File: config.mk
export PLATFORM = sky130hd
export DESIGN_NAME = uart_frame_tx
export DESIGN_NICKNAME = d
export VERILOG_FILES = /design/src/rtl/uart_ftx_pkg.sv /design/src/rtl/uart_ftx_datapath.sv /design/src/rtl/uart_ftx_control.sv /design/src/rtl/uart_frame_tx.sv
export SDC_FILE = /design/constraint.sdc
export NUM_CORES = 1
export LEC_CHECK = 0
export ABC_AREA = 1
export BUFFER_PORTS_ARGS = -buffer_cell sky130_fd_sc_hd__buf_2
export CAP_MARGIN = 20
export CELL_PAD_IN_SITES_DETAIL_PLACEMENT = 0
export CELL_PAD_IN_SITES_GLOBAL_PLACEMENT = 1
export CORE_MARGIN = 5
export CORE_UTILIZATION = 46
export DETAILED_ROUTE_END_ITERATION = 6
export GPL_TIMING_DRIVEN = 0
export PLACE_DENSITY_LB_ADDON = 0.1
export SYNTH_ARGS = -nofsm -noshare
export SYNTH_HDL_FRONTEND = slang
export SYNTH_SLANG_ARGS = --single-unit
File: constraint.sdc
create_clock -name clk -period 5.05 [get_ports clk]
set_input_delay 1.01 -clock clk [delete_from_list [all_inputs] [get_ports clk]]
set_output_delay 1.01 -clock clk [all_outputs]
set_load 0.01 [all_outputs]
File: src/rtl/uart_ftx_pkg.sv
package uart_ftx_pkg;
  localparam int CHAR_W   = 10;                 // widest character
  localparam int STOP_MAX = 2;
  localparam int EXT_BRK  = 3;                  // extra bit times of extended break
  localparam int FRAME_W  = 1 + CHAR_W + STOP_MAX + EXT_BRK + 1; // longest break plus idle bit
  localparam int CNT_W    = $clog2(FRAME_W + 1);
  localparam int IDX_W    = $clog2(CHAR_W);

  typedef enum logic [1:0] {
    ST_IDLE = 2'd0,
    ST_ARM  = 2'd1,
    ST_SEND = 2'd2
  } txState_t;

  typedef struct packed {
    logic loadChar;
    logic loadBreak;
    logic emitBit;
    logic finish;
  } txStrobe_t;
endpackage

File: src/rtl/uart_ftx_datapath.sv
module uart_ftx_datapath
  import uart_ftx_pkg::*;
(
  input  logic              clk,
  input  logic              rstN,
  input  txStrobe_t         strobe,
  input  logic [CHAR_W-1:0] txData,
  input  logic [1:0]        dataLen,
  input  logic              twoStop,
  input  logic              parityEn,
  input  logic              parityOdd,
  input  logic              msbFirstQ,
  input  logic              longBreakQ,
  output logic              txLine,
  output logic              lastBit
);
  logic [CNT_W-1:0]   charLen, dataBits, charCount, breakBits;
  logic [FRAME_W-1:0] charFrame, breakFrame, frameReg;
  logic [CNT_W-1:0]   remain;
  logic [IDX_W-1:0]   pick;
  logic               parAcc;

  always_comb begin
    unique case (dataLen)
      2'd0:    charLen = CNT_W'(8);
      2'd1:    charLen = CNT_W'(9);
      default: charLen = CNT_W'(10);
    endcase
    dataBits  = charLen - CNT_W'(parityEn);
    charCount = charLen + CNT_W'(1) + CNT_W'(1) + CNT_W'(twoStop);
    breakBits = charLen + CNT_W'(1) + CNT_W'(1) + CNT_W'(twoStop)
              + (longBreakQ ? CNT_W'(EXT_BRK) : CNT_W'(0));
  end

  // character frame, bit 0 leaves first; unused upper bits stay high (stop/idle)
  always_comb begin
    charFrame    = '1;
    charFrame[0] = 1'b0;
    parAcc       = parityOdd;
    pick         = '0;
    for (int i = 0; i < CHAR_W; i++) begin
      if (CNT_W'(i) < dataBits) begin
        pick = msbFirstQ ? IDX_W'(dataBits - CNT_W'(1) - CNT_W'(i)) : IDX_W'(i);
        charFrame[i + 1] = txData[pick];
        parAcc = parAcc ^ txData[i];
      end
    end
    if (parityEn) charFrame[dataBits + CNT_W'(1)] = parAcc;
  end

  // break: low for breakBits, then high
  always_comb begin
    for (int i = 0; i < FRAME_W; i++) begin
      breakFrame[i] = (CNT_W'(i) >= breakBits);
    end
  end

  always_ff @(posedge clk or negedge rstN) begin
    if (!rstN) begin
      frameReg <= '1;
      remain   <= '0;
      txLine   <= 1'b1;
    end else begin
      if (strobe.loadChar) begin
        frameReg <= charFrame;
        remain   <= charCount;
      end else if (strobe.loadBreak) begin
        frameReg <= breakFrame;
        remain   <= breakBits + CNT_W'(1);
      end else if (strobe.emitBit) begin
        txLine   <= frameReg[0];
        frameReg <= {1'b1, frameReg[FRAME_W-1:1]};
        remain   <= remain - CNT_W'(1);
      end else if (strobe.finish) begin
        txLine   <= 1'b1;
      end
    end
  end

  assign lastBit = (remain == '0);

  p_count_in_range_r2: assert property (@(posedge clk) disable iff (!rstN)
    remain <= CNT_W'(FRAME_W));
  p_emit_needs_bits_r2: assert property (@(posedge clk) disable iff (!rstN)
    strobe.emitBit |-> !lastBit);
endmodule

File: src/rtl/uart_ftx_control.sv
module uart_ftx_control
  import uart_ftx_pkg::*;
(
  input  logic      clk,
  input  logic      rstN,
  input  logic      baudTick,
  input  logic      txEnable,
  input  logic      txValid,
  input  logic      breakReq,
  input  logic      msbFirst,
  input  logic      longBreak,
  input  logic      lastBit,
  output txStrobe_t strobe,
  output logic      msbFirstQ,
  output logic      longBreakQ,
  output logic      txReady,
  output logic      busy
);
  txState_t state, stateNext;

  always_comb begin
    strobe    = '0;
    stateNext = state;
    unique case (state)
      ST_IDLE: begin
        if (txEnable && breakReq) begin
          strobe.loadBreak = 1'b1;
          stateNext        = ST_ARM;
        end else if (txEnable && txValid) begin
          strobe.loadChar = 1'b1;
          stateNext       = ST_ARM;
        end
      end
      ST_ARM: begin
        if (baudTick) begin
          strobe.emitBit = 1'b1;
          stateNext      = ST_SEND;
        end
      end
      default: begin
        if (baudTick) begin
          if (lastBit) begin
            strobe.finish = 1'b1;
            stateNext     = ST_IDLE;
          end else begin
            strobe.emitBit = 1'b1;
          end
        end
      end
    endcase
  end

  always_ff @(posedge clk or negedge rstN) begin
    if (!rstN) begin
      state      <= ST_IDLE;
      msbFirstQ  <= 1'b0;
      longBreakQ <= 1'b0;
    end else begin
      state <= stateNext;
      if (!txEnable) begin
        msbFirstQ  <= msbFirst;
        longBreakQ <= longBreak;
      end
    end
  end

  assign busy    = (state != ST_IDLE);
  assign txReady = (state == ST_IDLE) && txEnable && !breakReq;

  p_cfg_frozen_r11: assert property (@(posedge clk) disable iff (!rstN)
    (txEnable && $past(txEnable)) |-> ($stable(msbFirstQ) && $stable(longBreakQ)));
  p_accept_starts_frame_r12: assert property (@(posedge clk) disable iff (!rstN)
    (txValid && txReady) |=> busy);
  p_one_load_at_a_time_r10: assert property (@(posedge clk) disable iff (!rstN)
    $onehot0({strobe.loadChar, strobe.loadBreak, strobe.emitBit, strobe.finish}));
endmodule

File: src/rtl/uart_frame_tx.sv
module uart_frame_tx
  import uart_ftx_pkg::*;
(
  input  logic              clk,
  input  logic              rstN,
  input  logic              baudTick,
  input  logic              txEnable,
  input  logic [1:0]        dataLen,
  input  logic              twoStop,
  input  logic              parityEn,
  input  logic              parityOdd,
  input  logic              msbFirst,
  input  logic              longBreak,
  input  logic [CHAR_W-1:0] txData,
  input  logic              txValid,
  output logic              txReady,
  input  logic              breakReq,
  output logic              txLine,
  output logic              busy
);
  txStrobe_t strobe;
  logic      lastBit, msbFirstQ, longBreakQ;

  uart_ftx_control u_ctrl (
    .clk(clk), .rstN(rstN), .baudTick(baudTick), .txEnable(txEnable),
    .txValid(txValid), .breakReq(breakReq), .msbFirst(msbFirst),
    .longBreak(longBreak), .lastBit(lastBit), .strobe(strobe),
    .msbFirstQ(msbFirstQ), .longBreakQ(longBreakQ), .txReady(txReady), .busy(busy)
  );

  uart_ftx_datapath u_dp (
    .clk(clk), .rstN(rstN), .strobe(strobe), .txData(txData), .dataLen(dataLen),
    .twoStop(twoStop), .parityEn(parityEn), .parityOdd(parityOdd),
    .msbFirstQ(msbFirstQ), .longBreakQ(longBreakQ), .txLine(txLine), .lastBit(lastBit)
  );

  p_line_moves_on_tick_r2: assert property (@(posedge clk) disable iff (!rstN)
    !$past(baudTick) |-> $stable(txLine));
  p_low_means_busy_r12: assert property (@(posedge clk) disable iff (!rstN)
    !txLine |-> busy);
endmodule

# After elaboration in Yosys (flattened, before gate mapping)
# Index checks and enable logic that the tools add are counted.
# W data, S select, Z words.
dict set report op_classes {
  bitwise_logic 12
  muxes 80
  addsub 18
  reduce_logical 17
  n_eq_ne 4
  n_lt_le_gt_ge 39
}
# op count
set ops {}
lappend ops {{$mux W17} 4}
lappend ops {{$lt A4 B5 Y1 const B} 10}
lappend ops {{$bmux W1 S4} 10}
lappend ops {{$ge A4 B5 Y1 const A} 8}
lappend ops {{$mux W1} 40}
lappend ops {{$mux W4} 10}
lappend ops {{$ge A3 B5 Y1 const A} 4}
lappend ops {{$lt A3 B5 Y1 const A} 4}
lappend ops {{$bwmux W17} 1}
lappend ops {{$mux W2} 8}
lappend ops {{$sub A4 B3 Y4 const B} 4}
lappend ops {{$add A5 B1 Y5 const B} 3}
lappend ops {{$mux W5} 3}
lappend ops {{$ge A1 B5 Y1 const A} 2}
lappend ops {{$ge A2 B5 Y1 const A} 2}
lappend ops {{$lt A1 B5 Y1 const A} 2}
lappend ops {{$lt A2 B5 Y1 const A} 2}
lappend ops {{$lt A4 B5 Y1 const A} 2}
lappend ops {{$xor A1 B1 Y1} 10}
lappend ops {{$pmux W2 S2} 2}
lappend ops {{$sub A4 B1 Y4 const B} 2}
lappend ops {{$sub A4 B2 Y4 const B} 2}
lappend ops {{$sub A4 B4 Y4 const B} 2}
lappend ops {{$lt A5 B6 Y1 const B} 1}
lappend ops {{other kinds (22)} 32}
dict set report totals {
  inputBits 23
  regBits 27
  word_cells 176
  output_inout_bits 3
}

# Depth between registers and ports, before layout
dict set report logic_depth {
  ltp_word 26
  depth_mapped 20
  ltp_nobuf 20
}

# Hierarchy
# From an unflattened synthesis, not the netlist that was laid out.
dict set report hier_totals {
  cells_unflattened 479
  hier_area_um2 2917.8
}
# module area_per_inst_um2 cells_each seq_area_each_um2 instances
set modules_own_cells {}
lappend modules_own_cells {uart_ftx_datapath 2691.3 446 598.1 1}
lappend modules_own_cells {uart_ftx_control 226.5 33 100.1 1}

# Worst setup path after synthesis
# No wires, ideal clock.
dict set report synth_timing {
  path_type {input to register}
  start {input port dataLen[1]}
  end {register u_dp.frameReg[8]}
  t_arrival_ns 3.114
  required_time_ns 4.963
  path_slack_ns 1.848
  setup_time_ns 0.087
  cell_stages 15
  path_buffers 0
  cell_sequence {inv_1 > nand2_1 > xor2_1 > inv_1 > ha_1 > inv_1 > fa_1 > inv_1 > ha_1 > inv_1 > nor2_1 > o21ai_0 > o211ai_1 > a22oi_1 > o21ai_0}
}
dict set report synth_between {
  elab_chain_cells 26
  word_cells_on_any_way 54
  cone_classes {add/sub (8); order compare (13); eq/ne (1); mux (21); bitwise (9); reduce/logical (2)}
}
# element line_no
set synth_lines {}
lappend synth_lines {{start: declaration} uart_frame_tx.sv:8} ;# input logic [1:0] dataLen,
lappend synth_lines {{$eq A2 B1 Y1 / $logic_not A2 Y1 (equally long branches)} uart_ftx_datapath.sv:24} ;# unique case (dataLen)
lappend synth_lines {{$pmux W2 S2 *} uart_ftx_datapath.sv:24}
lappend synth_lines {{$sub A4 B1 Y5} uart_ftx_datapath.sv:29} ;# dataBits = charLen - CNT_W'(parityEn);
lappend synth_lines {{$lt A1 B5 Y1} uart_ftx_datapath.sv:42} ;# if (CNT_W'(i) < dataBits) begin
lappend synth_lines {{$mux W1} uart_ftx_datapath.sv:42}
lappend synth_lines {{$xor A1 B1 Y1} uart_ftx_datapath.sv:45} ;# parAcc = parAcc ^ txData[i];
lappend synth_lines {{$mux W1} uart_ftx_datapath.sv:42}
lappend synth_lines {{$xor A1 B1 Y1} uart_ftx_datapath.sv:45}
lappend synth_lines {{(+10 left out)} n/a}
lappend synth_lines {{$mux W1} uart_ftx_datapath.sv:42}
lappend synth_lines {{$xor A1 B1 Y1} uart_ftx_datapath.sv:45}
lappend synth_lines {{$mux W1} uart_ftx_datapath.sv:42}
lappend synth_lines {{$xor A1 B1 Y1} uart_ftx_datapath.sv:45}
lappend synth_lines {{$mux W1} uart_ftx_datapath.sv:42}
lappend synth_lines {{$bwmux W17} uart_ftx_datapath.sv:48} ;# if (parityEn) charFrame[dataBits + CNT_W'(1)] = parAcc;
lappend synth_lines {{$mux W17} uart_ftx_datapath.sv:48}
lappend synth_lines {{$mux W17 *} uart_ftx_datapath.sv:64} ;# if (strobe.loadChar) begin
lappend synth_lines {{end signal: assignment} uart_ftx_datapath.sv:65} ;# frameReg <= charFrame;
lappend synth_lines {{end signal: assignment} uart_ftx_datapath.sv:68} ;# frameReg <= breakFrame;
lappend synth_lines {{end signal: assignment} uart_ftx_datapath.sv:72} ;# frameReg <= {1'b1, frameReg[FRAME_W-1:1]};
lappend synth_lines {{end: declaration} uart_ftx_datapath.sv:18} ;# logic [FRAME_W-1:0] charFrame, breakFrame, frameReg;
# Mark *: on every way between the ends. The rest lies on a longest branch, timed or not. The select of a mux whose other input is x is not followed.
# A chain may end at the register's enable or synchronous reset.

# Final worst setup path
dict set report layout_timing {
  start {input port dataLen[1]}
  end {register u_dp.frameReg[6]}
}
# Same word-level chain as after synthesis.

==> flow_summary_export.csv <==
group,metric,value,unit
yosys,synth_top_family_by_area,"simple AND/OR/NAND/NOR gates",
floorplanning,io_pins,26,
cells_and_area,antenna_cells,0,
clock_tree,ctsLongestPathBuffers,2,
hold_path,hold_path.class,"flop to flop",
placement,io_buffers,25,
timing,tightest_slew,625,ps
drt,wl,8680,um
setup_path,crit_required,5280,ps
yosys,synthCells,483,
grt,grt_overflow,0,
clock_tree,htree_levels,1,
cells_and_area,syn_to_final_growth,9.03,%
timing,hold_violations,0,
power,pwr-share-seq,33.1,%
timing,period_share,71.5,%
setup_path,path_common_cell,"inv_1",
clock_tree,cts_resized,0,
cells_and_area,layout.nets,553,
yosys,yosys_warnings,0,
placement,place_area,3210,um2
yosys,avgSynthCellArea,6.20,um2
clock_tree,cts_sinks,27,
clock_tree,path_clk_slew,100,ps
grt,grt_max_degree,28,
grt,use_met3,1.33,%
yosys,synthMuxAreaShare,0,%
yosys,yosys.area_share.simple,34.9,%
clock_tree,postCtsHoldBufs,0,
drt,drt-initial-drc-count,169,
grt,met2_usage,39.0,%
power,p_per_area,391,nW/um2
power,comb_power_share,56.5,%
yosys,synthXorXnorAreaFrac,1.42,%
grt,first_global_vias,3088,
setup_path,worstSetupPathType,"primary input to flop",
clock_tree,numCtsBuffers,3,
yosys,synth_top_cell_by_area,"dfstp_2",
placement,gp_congestion,0.882,
timing,drv_slew,0,
timing,fmax,277,MHz
grt,met1_usage,25.9,%
yosys,ys.flop_type,"dfstp_2",
grt,antenna_found_initial,0,
setup_path,end_kind,"flop",
yosys,yosysTopAreaCellShare,15.8,%
cells_and_area,design_area,3260,um2
power,p_leak,1.67,nW
clock_tree,clk_latency,280,ps
yosys,synth_compound_area_share,20.0,%
outcome,status,"completed",
grt,grt_pass1_wl,14400,um
power,finalPower,1.28,mW
clock_tree,clockRootBuffer,"clkbuf_8",
yosys,yosysUniqueCellTypes,42,
clock_tree,cts_tree,"done",
timing,max_slew_margin,58.3,%
floorplanning,dieArea,8220,um2
setup_path,cp_cell_sequence,"buf_2, inv_1, nand2_1, xor2_1, inv_1, ha_1, inv_1, fa_1, ha_1, o311ai_0, o21ai_0, a21oi_1, a21oi_2",
drt,viasPerCell,5.36,
job,drv_cap,0,
timing,grt_setup_unrepaired,"false",
setup_path,crit_fanout,7,
grt,grt_busiest_layer,"met2",
drt,wl_per_cell,14.7,um
clock_tree,post-cts-setup-buffers,0,
yosys,ys_seq_area_share,23.3,%
yosys,yosys.area_share.adder,7.61,%
power,p_int,0.680,mW
power,swShare,46.7,%
floorplanning,start_util,47.1,%
grt,grtUsageTotal,21.1,%
setup_path,cp_slowest_cell,"fa_1",
setup_path,worst-path-buf-inv,4,
timing,finalCriticalPeriod,3610,ps
yosys,ys_ff_latch,27,
drt,final_antenna_net_count,0,
timing,fin_setup_tns,0,ps
setup_path,crit_family,"adder cells",
power,ir_drop,0.202,mV
cells_and_area,final_core_util,51.4,%
setup_path,worst_setup_path_start_kind,"primary input",
yosys,synth_nets,523,
placement,place_hpwl,7080,um
floorplanning,dieHeight,90.7,um
floorplanning,fp.dieW,90.7,um
cells_and_area,drive_gt1_share,17.4,%
power,pwr-share-clk,10.4,%
drt,num_vias,3156,
timing,fin_worst_skew,5.93,ps
yosys,synth_edf_count,0,
yosys,syn_area,2990,um2
yosys,synth_async_sr_flop_share,100,%
power,p_switching,0.595,mW
drt,drtPass1Iterations,5,
floorplanning,rows,29,
timing,setup_viol,0,
floorplanning,core,6350,um2
setup_path,cp.arrival,3840,ps
setup_path,slowest_delay,540,ps
yosys,yosys-top-cells-area,"dfstp_2 16%, nand2_1 15%, inv_1 9.8%",
drt,drc,0,
==> area by class of cell <==
type / count / area, um2
fill: 660 / 3090
multi-input combinational: 362 / 1920
sequential: 27 / 698
inverter: 82 / 308
timing repair buffer: 25 / 125
tap: 77 / 96.3
buffer: 12 / 71.3
clock buffer: 3 / 41.3
clock inverter: 1 / 7.51
==> state kept, by name, summed over array words and instances, names as in the netlist <==
register / flops
u_ctrl.longBreakQ: 1
u_dp.txLine: 1
u_dp.remain: 5
u_ctrl.msbFirstQ: 1
u_ctrl.state: 2
u_dp.frameReg: 17
==> worst min-delay path, stage by stage, from the launching register on <==
cell and delay, ps:
dfstp_2 380, nand2_1 60, nand2_1 50
==> power by group through the flow <==
stage | clock network, mW | logic (mW) | registers (mW)
global placement | 0 | 0.705 | 0.422
global route | 0.143 | 0.819 | 0.434
finish | 0.133 | 0.720 | 0.422
CTS | 0.135 | 0.719 | 0.421
detailed placement | 0 | 0.717 | 0.425
floorplan | 0 | 0.541 | 0.413
==> cells by family after synthesis <==
kind of cell	after synthesis
AOI/OAI and AO/OA	99
xor gates and xnor gates	4
adders and majority gates	17
buffers and inverters	94
DFF	27
and+or+nand+nor	242
==> synth_stat cells, types with 2 or more instances <==
cell       count
fa_1           2
nor3_1         9
o211ai_1       7
nand2_1      120
buf_2          6
dfstp_2       18
dfrtp_1        9
xnor2_1        2
nor2_1        57
nand2_2        7
inv_1         78
o311ai_0       2
o2111ai_1      2
ha_1          15
o21ai_0       45
nand3_2        4
clkbuf_1       3
inv_2          4
nor2_2         3
o21a_1         2
o21ai_1        2
buf_6          2
a21oi_2        9
a31oi_1        2
nand4_1        6
a21oi_1       19
o21ai_2        2
nand3_1       32
==> layout by cell type, fill, tap and decap left out, drive strengths merged, types with 6 or more instances in the layout <==
| cell | Yosys | routed |
|---|---|---|
| a21oi | 28 | 28 |
| buf | 9 | 34 |
| clkbuf | 3 | 6 |
| dfrtp | 9 | 9 |
| dfstp | 18 | 18 |
| ha | 15 | 15 |
| inv | 82 | 82 |
| nand2 | 128 | 128 |
| nand3 | 36 | 36 |
| nand4 | 6 | 6 |
| nor2 | 61 | 61 |
| nor3 | 9 | 9 |
| o211ai | 7 | 7 |
| o21ai | 49 | 49 |
==> final timing paths <==
path,startpoint,endpoint,slack [ps],cells after the start
worst max-delay path,dataLen[1],u_dp.frameReg[6],1440,13
worst min-delay path,u_dp.frameReg[0],u_dp.frameReg[0],480,2
worst max register to register,u_ctrl.longBreakQ,u_dp.frameReg[8],2540,11
worst min register to register,u_dp.frameReg[0],u_dp.frameReg[0],480,2
max in group asynchronous,rstN,u_dp.remain[0],3920,1
min in group asynchronous,rstN,u_ctrl.longBreakQ,720,1
==> layer usage <==
| metal | up-vias | part of all wire (%) |
|---|---|---|
| met2 | 76 | 51 |
| met4 | 0 | 2.3 |
| met1 | 1448 | 44 |
| met3 | 15 | 2.9 |
| met5 | - | 0 |
| li1 | 1617 | - |
==> stage by stage <==
step	cells	worst slack [ps]	hold slack, ps
finish	589	1440	480
global route	589	1220	506
CTS	589	1440	484
detailed placement	585	1140	466
global placement	585	1120	460
floorplan	483	1850	445
(Power assumes the default switching activity.)
